<file path="src/rtl/adc_port_pkg.sv">
package adc_port_pkg;
   typedef enum logic {
      MODE_EXT = 1'b0,
      MODE_INT = 1'b1
   } clk_mode_e;

   localparam int DEF_FRAME_W = 24;
   localparam int DEF_MAG_W   = 17;
   localparam int DEF_MAG_LSB = 4;
endpackage

</file>
<file path="src/rtl/adc_pin_sync.sv">
module adc_pin_sync #(
   parameter int            W       = 2,
   parameter int            STAGES  = 2,
   parameter logic [W-1:0]  RST_VAL = '1
) (
   input  logic         clk,
   input  logic         rst_n,
   input  logic [W-1:0] d,
   output logic [W-1:0] q
);
   logic [STAGES-1:0][W-1:0] st;

   generate
      if (STAGES < 2) begin : g_bad_stages
         $error("adc_pin_sync: STAGES must be at least 2");
      end
   endgenerate

   always_ff @(posedge clk or negedge rst_n) begin
      if (!rst_n) st <= {STAGES{RST_VAL}};
      else        st <= {st[STAGES-2:0], d};
   end

   assign q = st[STAGES-1];
endmodule

</file>
<file path="src/rtl/adc_por_timer.sv">
module adc_por_timer #(
   parameter int POR_CYCLES = 64
) (
   input  logic clk,
   input  logic rst_n,
   output logic por_done,
   output logic por_end
);
   localparam int PW = $clog2(POR_CYCLES + 1);

   logic [PW-1:0] cnt;

   always_ff @(posedge clk or negedge rst_n) begin
      if (!rst_n)                          cnt <= '0;
      else if (cnt != PW'(POR_CYCLES))     cnt <= cnt + PW'(1);
   end

   assign por_done = (cnt == PW'(POR_CYCLES));
   assign por_end  = (cnt == PW'(POR_CYCLES - 1));
endmodule

</file>
<file path="src/rtl/adc_sck_gen.sv">
module adc_sck_gen #(
   parameter int DIV = 4
) (
   input  logic clk,
   input  logic rst_n,
   input  logic en,
   output logic sck,
   output logic fall
);
   localparam int DW = $clog2(DIV + 1);

   logic [DW-1:0] cnt;
   logic          wrap;

   assign wrap = (cnt == DW'(DIV - 1));

   always_ff @(posedge clk or negedge rst_n) begin
      if (!rst_n) begin
         cnt <= '0;
         sck <= 1'b0;
      end else if (!en) begin
         cnt <= '0;
         sck <= 1'b0;
      end else if (wrap) begin
         cnt <= '0;
         sck <= ~sck;
      end else begin
         cnt <= cnt + DW'(1);
      end
   end

   assign fall = en & sck & wrap;
endmodule

</file>
<file path="src/rtl/adc_serial_port.sv">
module adc_serial_port
   import adc_port_pkg::*;
#(
   parameter int FRAME_W    = DEF_FRAME_W,
   parameter int MAG_W      = DEF_MAG_W,
   parameter int MAG_LSB    = DEF_MAG_LSB,
   parameter int POR_CYCLES = 64,
   parameter int SCK_DIV    = 4
) (
   input  logic             clk,
   input  logic             rst_n,
   input  logic [MAG_W:0]   conv_result,
   input  logic             conv_done,
   input  logic             sck_in,
   input  logic             cs_n_in,
   output logic             sdo_out,
   output logic             sdo_oe,
   output logic             sck_out,
   output logic             sck_oe,
   output logic             conv_start
);
   localparam int SIGN_POS = MAG_LSB + MAG_W;
   localparam int CNT_W    = $clog2(FRAME_W);
   localparam logic [CNT_W-1:0] LAST_BIT = CNT_W'(FRAME_W - 1);

   generate
      if (SIGN_POS >= FRAME_W - 1) begin : g_bad_layout
         $error("adc_serial_port: sign field collides with the ready flag");
      end
      if (SCK_DIV < 1) begin : g_bad_div
         $error("adc_serial_port: SCK_DIV must be at least 1");
      end
      if (POR_CYCLES < 4) begin : g_bad_por
         $error("adc_serial_port: POR_CYCLES must cover the pin synchroniser");
      end
   endgenerate

   // pin synchronisers and edge detection
   logic [1:0] pin_s;
   logic       cs_s, sck_s, cs_prev, sck_prev;
   logic       cs_low, cs_fall, sck_fall_ext;

   adc_pin_sync #(.W(2), .STAGES(2), .RST_VAL(2'b11)) u_sync (
      .clk(clk), .rst_n(rst_n), .d({cs_n_in, sck_in}), .q(pin_s)
   );

   assign cs_s = pin_s[1];
   assign sck_s = pin_s[0];

   always_ff @(posedge clk or negedge rst_n) begin
      if (!rst_n) begin
         cs_prev  <= 1'b1;
         sck_prev <= 1'b1;
      end else begin
         cs_prev  <= cs_s;
         sck_prev <= sck_s;
      end
   end

   assign cs_low       = ~cs_s;
   assign cs_fall      = cs_prev & ~cs_s;
   assign sck_fall_ext = sck_prev & ~sck_s;

   // power-on interval
   logic por_done, por_end;

   adc_por_timer #(.POR_CYCLES(POR_CYCLES)) u_por (
      .clk(clk), .rst_n(rst_n), .por_done(por_done), .por_end(por_end)
   );

   // clock direction
   clk_mode_e mode_q;
   logic      int_mode;

   always_ff @(posedge clk or negedge rst_n) begin
      if (!rst_n)                       mode_q <= MODE_INT;
      else if (por_end)                 mode_q <= sck_s ? MODE_INT : MODE_EXT;
      else if (por_done && cs_fall)     mode_q <= sck_s ? MODE_INT : MODE_EXT;
   end

   assign int_mode = (mode_q == MODE_INT);

   // output word layout
   logic [FRAME_W-1:0] frame_w;

   always_comb begin
      frame_w = '0;
      frame_w[MAG_LSB +: MAG_W] = conv_result[MAG_W-1:0];
      frame_w[SIGN_POS]         = conv_result[MAG_W];
   end

   // conversion / read sequencing
   logic               busy, released;
   logic [FRAME_W-1:0] sr;
   logic [CNT_W-1:0]   bit_cnt;
   logic               gen_en, gen_fall, fall_evt, read_ok;

   assign read_ok  = por_done & ~busy & cs_low;
   assign fall_evt = int_mode ? gen_fall : sck_fall_ext;

   always_ff @(posedge clk or negedge rst_n) begin
      if (!rst_n) begin
         busy       <= 1'b1;
         released   <= 1'b0;
         sr         <= '1;
         bit_cnt    <= '0;
         conv_start <= 1'b0;
      end else begin
         conv_start <= 1'b0;
         if (por_end) begin
            busy       <= 1'b1;
            conv_start <= 1'b1;
         end else if (busy && por_done && conv_done) begin
            sr      <= frame_w;
            busy    <= 1'b0;
            bit_cnt <= '0;
         end else if (read_ok && fall_evt) begin
            sr <= {sr[FRAME_W-2:0], 1'b1};
            if (bit_cnt == LAST_BIT) begin
               bit_cnt    <= '0;
               busy       <= 1'b1;
               conv_start <= 1'b1;
               released   <= int_mode;
            end else begin
               bit_cnt <= bit_cnt + CNT_W'(1);
            end
         end
         if (!cs_low) released <= 1'b0;
      end
   end

   // pin drive
   assign sdo_oe  = por_done & cs_low;
   assign sdo_out = busy ? 1'b1 : sr[FRAME_W-1];
   assign sck_oe  = por_done & int_mode & cs_low & ~cs_fall & ~released;
   assign gen_en  = sck_oe & ~busy;

   adc_sck_gen #(.DIV(SCK_DIV)) u_sck (
      .clk(clk), .rst_n(rst_n), .en(gen_en), .sck(sck_out), .fall(gen_fall)
   );
endmodule

</file>
<file path="config.mk">
export PLATFORM = sky130hd
export DESIGN_NAME = adc_serial_port
export DESIGN_NICKNAME = d
export VERILOG_FILES = /design/src/rtl/adc_port_pkg.sv /design/src/rtl/adc_pin_sync.sv /design/src/rtl/adc_por_timer.sv /design/src/rtl/adc_sck_gen.sv /design/src/rtl/adc_serial_port.sv
export SDC_FILE = /design/constraint.sdc
export NUM_CORES = 1
export LEC_CHECK = 0
export BUFFER_PORTS_ARGS = -buffer_cell sky130_fd_sc_hd__buf_2
export CAP_MARGIN = 40
export CORE_MARGIN = 10
export CORE_UTILIZATION = 56
export CTS_CLUSTER_SIZE = 14
export DETAILED_ROUTE_END_ITERATION = 7
export PLACE_DENSITY = 0.77
export SLEW_MARGIN = 20
export SYNTH_ARGS = -nofsm -noshare
export SYNTH_HDL_FRONTEND = slang
export SYNTH_SLANG_ARGS = --single-unit
export TNS_END_PERCENT = 100
</file>
<file path="constraint.sdc">
create_clock -name clk -period 2.75 [get_ports clk]
set_input_delay 0.55 -clock clk [delete_from_list [all_inputs] [get_ports clk]]
set_output_delay 0.55 -clock clk [all_outputs]
set_load 0.01 [all_outputs]
</file>
==> results.ini <==
[detailed_routing]
detailedRoute.firstIterationViolations = 126
wl_um = 4763
drt_pass1_iterations = 4
route.detailed.drc = 0
via_per_inst = 5.951
vias = 1839
detail-route-antenna-nets = 0
wire_per_inst_um = 15.41

[floorplanning]
pin_count = 28
die_height_um = 86.36
die_x_um = 86.36
core_area_um2 = 4324
dieArea_um2 = 7458
initial_core_util = 0.5703
rows = 24

[clock_tree]
root_buffer = clkbuf_8
cts.clk_slew.worst_paths_ns = 0.09
clk_latency_ns = 0.30
clockBufferDepth = 2
tritoncts = done
cts_hold_buf = 0
cts_setup_buffers = 0
ctsResizeCount = 0
cts_buffers = 5
cts-htree-levels = 2
cts.sinks = 50

[timing]
setup_ws_ns = 0.2574
finClkSkew_ns = 0.01133
min_period_over_period = 0.9064
finalHoldViolCount = 0
max_freq_ghz = 0.4012
drv_slew = 0
slew_headroom = 0.5136
finalSetupViolCount = 0
rsz0062_at_grt = no
period_needed_ns = 2.493
tns_ns = 0
worstMarginPinSlew_ns = 0.7295

[setup_path]
worstPathMaxFanout = 9
crit_path_end_kind = output port
crit_end = sck_oe
rrSetupSlack_ns = 0.44
start_kind = flip-flop
r2r-start = u_por.cnt[0]$_DFFE_PN0P_
arrival_ns = 1.94
r2r-end = bit_cnt[4]$_DFFE_PN0P_
critPathRequiredTime_ns = 2.20
reg2reg_depth = 7
critical_path_class = flip-flop to output port
cp-startpoint = u_por.cnt[0]$_DFFE_PN0P_

[yosys]
synth_top_area_frac = 0.3409
syn_inst = 233
syn_area_um2 = 2466
synthDistinctLibCells = 42
async_reset_ff_frac = 1.000
netlist_top_cells_area = dfstp_2, dfrtp_1, nand3_1, o211ai_1, nand4_1
synth_edf_count = 0
ys_ff_latch = 50
synth_nets = 260
yosysSeqAreaShare = 0.5236
ys_warn_count = 0
avgSynthCellArea_um2 = 10.58
synth_flop_cell = dfstp_2
synth_top_area_cell = dfstp_2

[global_route]
met3_usage = 0.03940
grt_pass1_wl_um = 8452
grt_usage = 0.1358
use_met2 = 0.2188
grt_pass1_vias = 1821
grt-ovfl-total = 0
grt_busiest_layer = met2
met1_usage = 0.1712
grt_antenna_before_repair = 0
grt_max_degree = 35

[finish]
final_nets = 283
diodes = 0
final_cell_mix = dfstp_2, nand2_1, nand3_1
seq_area_um2 = 1291
multiInputGateArea_um2 = 1066
final_common_cell = dfstp_2
drive_gt1_frac = 0.3230
area_growth_pct = 9.995
nFillCells = 383

[placed_design]
pre_cts_slack_ns = 0.5052
hpwl_um = 3265
portBuffers = 27
gp_congestion = 0.7759

[pwr]
vdd_drop_max_v = 0.0003564
p_leak_nw = 1.193
power_density_nw_per_um2 = 448.4

[worst_hold_path]
hp-class = primary input to async pin

[job]
maxCapViolCount = 0

[run_status]
outcome = finished clean

## routing by layer
| metal | share of wire | wire length [um] |
|---|---|---|
| met3 | 0.041 | 197 |
| met2 | 0.48 | 2270 |
| met5 | 0 | 0 |
| met4 | 0.012 | 59 |
| met1 | 0.47 | 2235 |
## worst max-delay path, stage by stage (launching register included)
cell	delay [ns]
dfrtp_1	0.42
inv_1	0.10
ha_1	0.16
nor4b_4	0.46
nand2_1	0.22
nor2_1	0.14
buf_2	0.14
## final cells by class
| type | count | share of cell area |
|---|---|---|
| well taps | 52 | 0.02399 |
| multi-input cells | 161 | 0.3930 |
| clock inverters | 1 | 0.001845 |
| repair buffers | 33 | 0.06642 |
| inverters | 5 | 0.006919 |
| clock buffers | 7 | 0.03183 |
| flip-flops and latches | 50 | 0.4760 |
## metrics by stage
stage,instances,area (um^2),power (mW),hold WS [ns],util
6_report,309,2713,1.216,0.2927,0.6273
3_3_place_gp,301,2621,0.7935,0.3459,0.6062
5_1_grt,309,2713,1.267,0.3266,0.6273
3_5_place_dp,301,2621,0.7951,0.3475,0.6062
4_1_cts,309,2713,1.233,0.3199,0.6273
2_1_floorplan,233,2466,0.7611,0.2544,-
## state kept, by name, summed over array words and instances, names as in the netlist, 2 cells and up
name	flops
u_sync.st	2
sr	24
u_por.cnt	7
bit_cnt	5
u_sync.q	2
u_sck.cnt	3
## synth_stat cells (4+ instances only)
cell type,number
dfrtp_1,18
a21o_1,6
nand2_1,29
nor2_1,4
nand2b_1,4
o211ai_1,17
nand4_1,19
ha_1,4
xnor2_1,6
nand3_1,29
o21ai_0,9
dfstp_2,32
inv_1,5
clkbuf_1,13
## worst min path at each step
stage | from | cells past startpoint | slack (ns) | to
finish | rst_n | 1 | 0.29 | u_por.cnt[5]$_DFFE_PN0P_
global placement | u_sync.st[1]$_DFF_PN1_ | 0 | 0.35 | u_sync.q[1]$_DFF_PN1_
floorplan | rst_n | 0 | 0.25 | bit_cnt[0]$_DFFE_PN0P_
global route | sck_in | 1 | 0.33 | u_sync.st[0]$_DFF_PN1_
detailed placement | u_sync.st[1]$_DFF_PN1_ | 0 | 0.35 | u_sync.q[1]$_DFF_PN1_
CTS | rst_n | 1 | 0.32 | u_por.cnt[5]$_DFFE_PN0P_
## kinds of logic after synthesis
kind of cell             synth area share
AO/OA/AOI/OAI                      0.1522
AND/OR/NAND/NOR                    0.2313
multiplexers                     0.004566
adder cells (fa/ha/maj)           0.02030
flip-flops                         0.5236
XOR/XNOR                          0.02131
buffers and inverters             0.04668
## report_power, final
group | internal, mW | switching [mW] | leakage [nW]
registers | 0.745 | 0.00277 | 0.564
logic | 0.0136 | 0.0199 | 0.580
clock network | 0.203 | 0.232 | 0.0482
No activity file was read; power rests on OpenSTA's default activity.
